[src/rtl/evt_irq_pkg.sv]
package evt_irq_pkg;
  localparam int CFG_W    = 8;
  localparam int SEL_W    = 3;
  localparam int EN_BIT   = 3;
  localparam int HI_LINES = 3;
  localparam int LO_LINES = 4;
  localparam int LO_BASE  = 4;

  // A code is usable if it names a high-side line, or an upper line while APIC mode is on.
  function automatic logic code_usable(input logic [SEL_W-1:0] sel, input logic apic);
    int s;
    s = int'(sel);
    return (s < HI_LINES) || (apic && (s >= LO_BASE) && (s < LO_BASE + LO_LINES));
  endfunction

  // Read image: reserved bits are always zero.
  function automatic logic [CFG_W-1:0] cfg_view(input logic en, input logic [SEL_W-1:0] sel);
    logic [CFG_W-1:0] v;
    v = '0;
    v[EN_BIT] = en;
    v[SEL_W-1:0] = sel;
    return v;
  endfunction
endpackage

[src/rtl/evt_irq_cfg_reg.sv]
module evt_irq_cfg_reg
  import evt_irq_pkg::*;
(
  input  logic             clk,
  input  logic             rst_n,
  input  logic             we,
  input  logic [CFG_W-1:0] wdata,
  output logic [CFG_W-1:0] rdata,
  output logic             en_q,
  output logic [SEL_W-1:0] sel_q
);
  always_ff @(posedge clk or negedge rst_n) begin
    if (!rst_n) begin
      en_q  <= 1'b0;
      sel_q <= '0;
    end else if (we) begin
      en_q  <= wdata[EN_BIT];
      sel_q <= wdata[SEL_W-1:0];
    end
  end

  assign rdata = cfg_view(en_q, sel_q);

  a_r2_reserved_zero: assert property (@(posedge clk) disable iff (!rst_n)
    rdata[CFG_W-1:EN_BIT+1] == '0);
endmodule

[src/rtl/evt_irq_route_dec.sv]
module evt_irq_route_dec
  import evt_irq_pkg::*;
(
  input  logic                en,
  input  logic [SEL_W-1:0]    sel,
  input  logic                apic,
  input  logic                sci,
  input  logic                req,
  output logic                line_go,
  output logic [HI_LINES-1:0] hi_nxt,
  output logic [LO_LINES-1:0] lo_nxt_n,
  output logic                sci_nxt
);
  logic fire;

  assign fire    = en & req;
  assign sci_nxt = fire & sci;
  assign line_go = fire & ~sci & code_usable(sel, apic);

  for (genvar i = 0; i < HI_LINES; i++) begin : g_hi
    assign hi_nxt[i] = line_go && (int'(sel) == i);
  end

  for (genvar j = 0; j < LO_LINES; j++) begin : g_lo
    assign lo_nxt_n[j] = !(line_go && (int'(sel) == LO_BASE + j));
  end
endmodule

[src/rtl/evt_irq_out_reg.sv]
module evt_irq_out_reg
  import evt_irq_pkg::*;
(
  input  logic                clk,
  input  logic                rst_n,
  input  logic [HI_LINES-1:0] hi_nxt,
  input  logic [LO_LINES-1:0] lo_nxt_n,
  input  logic                sci_nxt,
  output logic [HI_LINES-1:0] hi_q,
  output logic [LO_LINES-1:0] lo_q_n,
  output logic                sci_q
);
  always_ff @(posedge clk or negedge rst_n) begin
    if (!rst_n) begin
      hi_q   <= '0;
      lo_q_n <= '1;
      sci_q  <= 1'b0;
    end else begin
      hi_q   <= hi_nxt;
      lo_q_n <= lo_nxt_n;
      sci_q  <= sci_nxt;
    end
  end
endmodule

[src/rtl/evt_irq_router.sv]
module evt_irq_router
  import evt_irq_pkg::*;
(
  input  logic                clk,
  input  logic                rst_n,
  input  logic                cfg_we,
  input  logic [CFG_W-1:0]    cfg_wdata,
  output logic [CFG_W-1:0]    cfg_rdata,
  input  logic                evt_req,
  input  logic                apic_mode,
  input  logic                sci_steer,
  output logic [HI_LINES-1:0] irq_hi,
  output logic [LO_LINES-1:0] irq_lo_n,
  output logic                sci_req
);
  logic                en_q;
  logic [SEL_W-1:0]    sel_q;
  logic                line_go;
  logic [HI_LINES-1:0] hi_nxt;
  logic [LO_LINES-1:0] lo_nxt_n;
  logic                sci_nxt;
  logic                outs_idle;

  evt_irq_cfg_reg u_cfg (
    .clk(clk), .rst_n(rst_n), .we(cfg_we), .wdata(cfg_wdata),
    .rdata(cfg_rdata), .en_q(en_q), .sel_q(sel_q)
  );

  evt_irq_route_dec u_dec (
    .en(en_q), .sel(sel_q), .apic(apic_mode), .sci(sci_steer), .req(evt_req),
    .line_go(line_go), .hi_nxt(hi_nxt), .lo_nxt_n(lo_nxt_n), .sci_nxt(sci_nxt)
  );

  evt_irq_out_reg u_out (
    .clk(clk), .rst_n(rst_n), .hi_nxt(hi_nxt), .lo_nxt_n(lo_nxt_n), .sci_nxt(sci_nxt),
    .hi_q(irq_hi), .lo_q_n(irq_lo_n), .sci_q(sci_req)
  );

  assign outs_idle = (irq_hi == '0) && (&irq_lo_n) && !sci_req;

  a_r3_disabled_idle: assert property (@(posedge clk) disable iff (!rst_n)
    !en_q |=> outs_idle);

  a_r7_sci_override: assert property (@(posedge clk) disable iff (!rst_n)
    (en_q && sci_steer && evt_req) |=> (sci_req && irq_hi == '0 && &irq_lo_n));

  a_r6_unusable_code: assert property (@(posedge clk) disable iff (!rst_n)
    (en_q && !sci_steer && ((int'(sel_q) == HI_LINES) || (sel_q[SEL_W-1] && !apic_mode)))
    |=> outs_idle);

  a_r5_upper_low: assert property (@(posedge clk) disable iff (!rst_n)
    (en_q && evt_req && !sci_steer && apic_mode && sel_q[SEL_W-1])
    |=> (!irq_lo_n[$past(sel_q[1:0])] && $countones(~irq_lo_n) == 1 && irq_hi == '0));

  a_r9_single_dest: assert property (@(posedge clk) disable iff (!rst_n)
    ($countones(irq_hi) + $countones(~irq_lo_n) + int'(sci_req)) <= 1);

  a_r8_line_follows: assert property (@(posedge clk) disable iff (!rst_n)
    line_go |=> !outs_idle);
endmodule

[config.mk]
export PLATFORM = sky130hd
export DESIGN_NAME = evt_irq_router
export DESIGN_NICKNAME = d
export VERILOG_FILES = /design/src/rtl/evt_irq_pkg.sv /design/src/rtl/evt_irq_cfg_reg.sv /design/src/rtl/evt_irq_route_dec.sv /design/src/rtl/evt_irq_out_reg.sv /design/src/rtl/evt_irq_router.sv
export SDC_FILE = /design/constraint.sdc
export NUM_CORES = 1
export LEC_CHECK = 0
export ABC_AREA = 1
export BUFFER_PORTS_ARGS = -buffer_cell sky130_fd_sc_hd__buf_2
export CAP_MARGIN = 30
export CORE_UTILIZATION = 36
export CTS_CLUSTER_SIZE = 30
export DETAILED_ROUTE_END_ITERATION = 8
export GPL_TIMING_DRIVEN = 1
export PLACE_DENSITY = 0.71
export SLEW_MARGIN = 20
export SYNTH_ARGS = -nofsm -noshare
export SYNTH_HDL_FRONTEND = slang
export SYNTH_SLANG_ARGS = --single-unit
[constraint.sdc]
create_clock -name clk -period 1 [get_ports clk]
set_clock_uncertainty 0.2 [all_clocks]
set_input_delay 0.1 -clock clk [delete_from_list [all_inputs] [get_ports clk]]
set_output_delay 0.1 -clock clk [all_outputs]
set_load 0.01 [all_outputs]
# After elaboration in Yosys (flattened, before gate mapping)
# Cells that the tools add are included.
[classes] order_cmp=2 n_eq_ne=6 bitwise=5 n_reduce_logical=14
[op_table] cell="3-bit equality test (second input constant)" count=3
[op_table] cell="1-bit logical AND" count=8
[op_table] cell="3-bit by 2-bit equality test with 1-bit output (second input constant)" count=2
[op_table] cell="1-bit bitwise AND" count=4
[op_table] cell="1-bit zero test" count=4
[op_table] cell="3-bit by 1-bit equality test with 1-bit output (second input constant)" count=1
[op_table] cell="3-bit >= comparator (second input constant)" count=1
[op_table] cell="3-bit zero test" count=1
[op_table] cell="3-bit by 2-bit less-than comparator with 1-bit output (second input constant)" count=1
[op_table] cell="1-bit logical OR" count=1
[op_table] cell="1-bit NOT" count=1
[totals] reg_bits=12 in_bits=14 out_inout_bits=16 elab_cells=32

# Longest topological paths before layout
[logic_depth] word_depth=6 mapped_depth=4 mapped_depth_nobuf=4

# Hierarchy
# Synthesis repeated with hierarchy kept, for this count alone.
[unflattened] hier_cells=66 hier_area_um2=571.8
[by_module_without_submodules] mod="evt_irq_cfg_reg" instances=1 cells_each=26 area_each_um2=212.7 seq_area_each_um2=100.1
[by_module_without_submodules] mod="evt_irq_out_reg" instances=1 cells_each=8 area_each_um2=205.2 seq_area_each_um2=205.2
[by_module_without_submodules] mod="evt_irq_route_dec" instances=1 cells_each=32 area_each_um2=153.9 seq_area_each_um2=0.0

# Worst setup path before layout
# OpenSTA, ideal clock, no wires.
[synth_timing] kind="flip-flop to flip-flop" from="register u_cfg.sel_q[2]" to="register u_out.lo_q_n[0]" setup_time_ns=0.081 arrival_time_ns=0.758 t_required_ns=0.719 setup_slack_ns=-0.039 stages_incl_launch_ff=5 n_path_buf=0 synth_period_minus_slack_ns=1.039 cell_sequence="dfrtp_1 > inv_2 > nor2_1 > nor2_2 > nand2_1"
[synth_via] elab_chain_cells=6 elab_cells_between_ends=8 classes_between="order compare (2); eq/ne (1); bitwise (1); reduce/logical (4)"
[synth_rtl] element="start: declaration" line="evt_irq_cfg_reg.sv:10" source="output logic [SEL_W-1:0] sel_q"
[synth_rtl] element="start signal: assignment" line="evt_irq_cfg_reg.sv:18" source="sel_q <= wdata[SEL_W-1:0];"
[synth_rtl] element="3-bit >= comparator" line="evt_irq_pkg.sv:13" source="return (s < HI_LINES) || (apic && (s >= LO_BASE) && (s < LO_BASE + LO_LINES));"
[synth_rtl] element="1-bit logical AND" line="evt_irq_pkg.sv:13"
[synth_rtl] element="1-bit logical OR" line="evt_irq_pkg.sv:13"
[synth_rtl] element="1-bit bitwise AND" line="evt_irq_route_dec.sv:18" source="assign line_go = fire & ~sci & code_usable(sel, apic);"
[synth_rtl] element="1-bit logical AND (*)" line="evt_irq_route_dec.sv:25" source="assign lo_nxt_n[j] = !(line_go && (int'(sel) == LO_BASE + j));"
[synth_rtl] element="1-bit zero test (*)" line="evt_irq_route_dec.sv:25"
[synth_rtl] element="via lo_nxt_n[0]" line="evt_irq_router.sv:20" source="logic [LO_LINES-1:0] lo_nxt_n;"
[synth_rtl] element="end signal: assignment" line="evt_irq_out_reg.sv:20" source="lo_q_n <= lo_nxt_n;"
[synth_rtl] element="end: declaration" line="evt_irq_out_reg.sv:10" source="output logic [LO_LINES-1:0] lo_q_n,"
# The timed path passes the listed nets; every way through them passes the cells marked *.
# A chain may end at the register's enable or synchronous reset.

# Worst setup path after layout
[layout_timing] from="register u_out.lo_q_n[0]" to="output port irq_lo_n[0]"
[layout_rtl] element="end: declaration" line="evt_irq_router.sv:13" source="output logic [LO_LINES-1:0] irq_lo_n,"
# No word-level cell between the ends.

==> flow_metrics.tcl <==
set metrics [dict create \
    p_leak_nw 0.406 \
    grt_busiest_layer "met2" \
    clk_pin_slew_ns 0.07 \
    status "finished, violations left" \
    routabilityCongestion 0.705 \
    cts_tree "yes" \
    finalSetupTns_ns -1.86 \
    path_delay_family "flip-flops" \
    layout_common_cells "15 x buf_2, 10 x nand2_1, 8 x dfrtp_1" \
    fin_crit_ns 1.19 \
    clock_latency_ns 0.27 \
    nFillCells 96 \
    final_nets 101 \
    fp.dieH_um 39.1 \
    grt_usage 0.140 \
    stdcell_area_um2 788 \
    yosys.area.top_type "dfrtp_1" \
    grt_first_pass_wirelength_um 1320 \
    critPathLaunchType "flip-flop" \
    rsz0062_at_grt "true" \
    globalRouteMet3Util 0.0347 \
    synthToLayoutAreaGrowth_pct 59.5 \
    hp-class "in -> reg" \
    cts_buffers 3 \
    via_count 428 \
    die_w_um 39.1 \
    drc 0 \
    grt_max_degree 13 \
    cpMaxStageDelayCell "dfstp_2" \
    ys_ff_latch 12 \
    finalCritPeriodShare 1.19 \
    end_kind "primary output" \
    violations "negative hold slack, negative setup slack" \
    multi_input_comb_area_um2 169 \
    root_buffer "clkbuf_4" \
    finalMaxSlewViolations 0 \
    grt_pass1_vias 379 \
    wire_per_inst_um 9.42 \
    timing.critical_path.buf_inv 1 \
    r2r_start "u_cfg.en_q" \
    viasPerCell 4.28 \
    netlist_instances 53 \
    hold_viol_final 8 \
    worst_ep_required_time_ns 0.70 \
    cts.sinks 12 \
    hold_end "u_out.sci_q" \
    ctsHtreeMaxLevel 1 \
    row_count 12 \
    slowest_delay_ns 0.53 \
    seqCellArea_um2 305 \
    hold_ws_ns -0.104 \
    yosysWarnings 0 \
    routed_wl_um 942 \
    yosysSeqAreaShare 0.618 \
    syn_area_um2 494 \
    synth_top_area_frac 0.405 \
    first_pass_iters 2 \
    io_buffers 21 \
    dpl.hpwl_um 619 \
    avgSynthCellArea_um2 9.32 \
    crit_cells 1 \
    power_mw 1.10 \
    start_util 0.417 \
    postCtsHoldBufs 7 \
    r2r-end "u_out.hi_q[1]" \
    hold_depth 3 \
    drive_above_1_share 0.547 \
    rrSetupSlack_ns -0.08 \
    irDropWorstVdd_mv 0.662 \
    setup_violations 19 \
    drt_iter0_drc 2 \
    cp_data_arrival_time_ns 0.89 \
    core_um2 1190 \
    gr-usage-met1 0.124 \
    synth_cell_types 12 \
    pin_count 30 \
    antenna_found_initial 0 \
    placed_area_um2 608 \
    hold_start "evt_req" \
    use_met2 0.250 \
    maxCapViolations 0 \
    clockBufferDepth 2 \
    fmax_mhz 841 \
    antenna_cells 0 \
    cellPowerDensity_nw_per_um2 1390 \
    final_common_cell "buf_2" \
    post-route-util 0.665 \
    setup_slack_ns -0.189 \
    crit_chain "buf_6" \
    cp_max_fo 1 \
    die-area_um2 1520 \
    synthTopCellsByArea "dfrtp_1 41%, dfstp_2 21%, nand2_1 9.1%, buf_4 7.6%, nor2_1 6.8%" \
    grt-ovfl-total 0 \
    ant_nets 0 \
    r2r.worst_path.cells 5 \
    crit_type "reg -> out" \
]
-- stage by stage --
step                worst slack (ns)  cells
global route                  -0.222    100
finish                        -0.189    100
floorplan                    -0.0136     56
detailed placement           0.00691     88
CTS                           -0.199    101
global placement             0.00768     88
-- where the power goes --
group          switching (mW)  leakage, nW  internal [mW]
sequential             0.0121        0.146          0.506
combinational           0.104        0.239         0.0956
clock                   0.159       0.0210          0.221
-- cell usage after synthesis --
| cell type | n |
|---|---|
| nand2_1 | 12 |
| buf_4 | 5 |
| inv_2 | 1 |
| nor2_2 | 2 |
| nand2_2 | 2 |
| o21ai_0 | 4 |
| dfrtp_1 | 8 |
| nor2_1 | 9 |
| conb_1 | 1 |
| dfstp_2 | 4 |
| inv_1 | 4 |
| nand3_1 | 1 |
-- what timing repair did --
action                                  in CTS  in global routing
gates resized for setup                      7                 11
pin swaps                                    1                  3
endpoints found under the setup margin      14                 21
setup buffers                                2                  1
hold endpoints to repair                    24                  8
-- how the worst max path moves through the flow --
stage	startpoint	end	slack, ns
floorplan	u_cfg.sel_q[2]	u_out.lo_q_n[0]	-0.01
global placement	u_cfg.sel_q[2]	u_out.lo_q_n[3]	0.008
detailed placement	u_cfg.sel_q[2]	u_out.lo_q_n[2]	0.007
CTS	u_out.lo_q_n[0]	irq_lo_n[0]	-0.20
global route	u_out.lo_q_n[1]	irq_lo_n[1]	-0.22
finish	u_out.lo_q_n[0]	irq_lo_n[0]	-0.19
-- metal layers --
metal	vias up	part of all wire
li1	219	-
met1	186	0.36
met2	19	0.54
met3	4	0.056
met4	0	0.045
met5	-	0
-- flip-flops by register name (all words and copies together) (netlist names) --
| name | flops |
|---|---|
| u_out.hi_q | 3 |
| u_cfg.sel_q | 3 |
| u_out.lo_q_n | 4 |
| u_cfg.en_q | 1 |
| u_out.sci_q | 1 |
-- cells by family after synthesis --
group                  after synthesis  share of synthesized area
AOI/OAI and AO/OA                    4                     0.0405
buffers and inverters               10                      0.114
DFF                                 12                      0.618
other                                1                    0.00759
and+or+nand+nor                     26                      0.220
-- layout make-up --
| class | count | area share |
|---|---|---|
| clock buffer | 4 | 0.0460 |
| inverter | 5 | 0.0270 |
| multi-input combinational | 34 | 0.214 |
| sequential | 12 | 0.387 |
| tap | 14 | 0.0222 |
| timing repair buffer | 31 | 0.303 |
(Power assumes the default switching activity.)
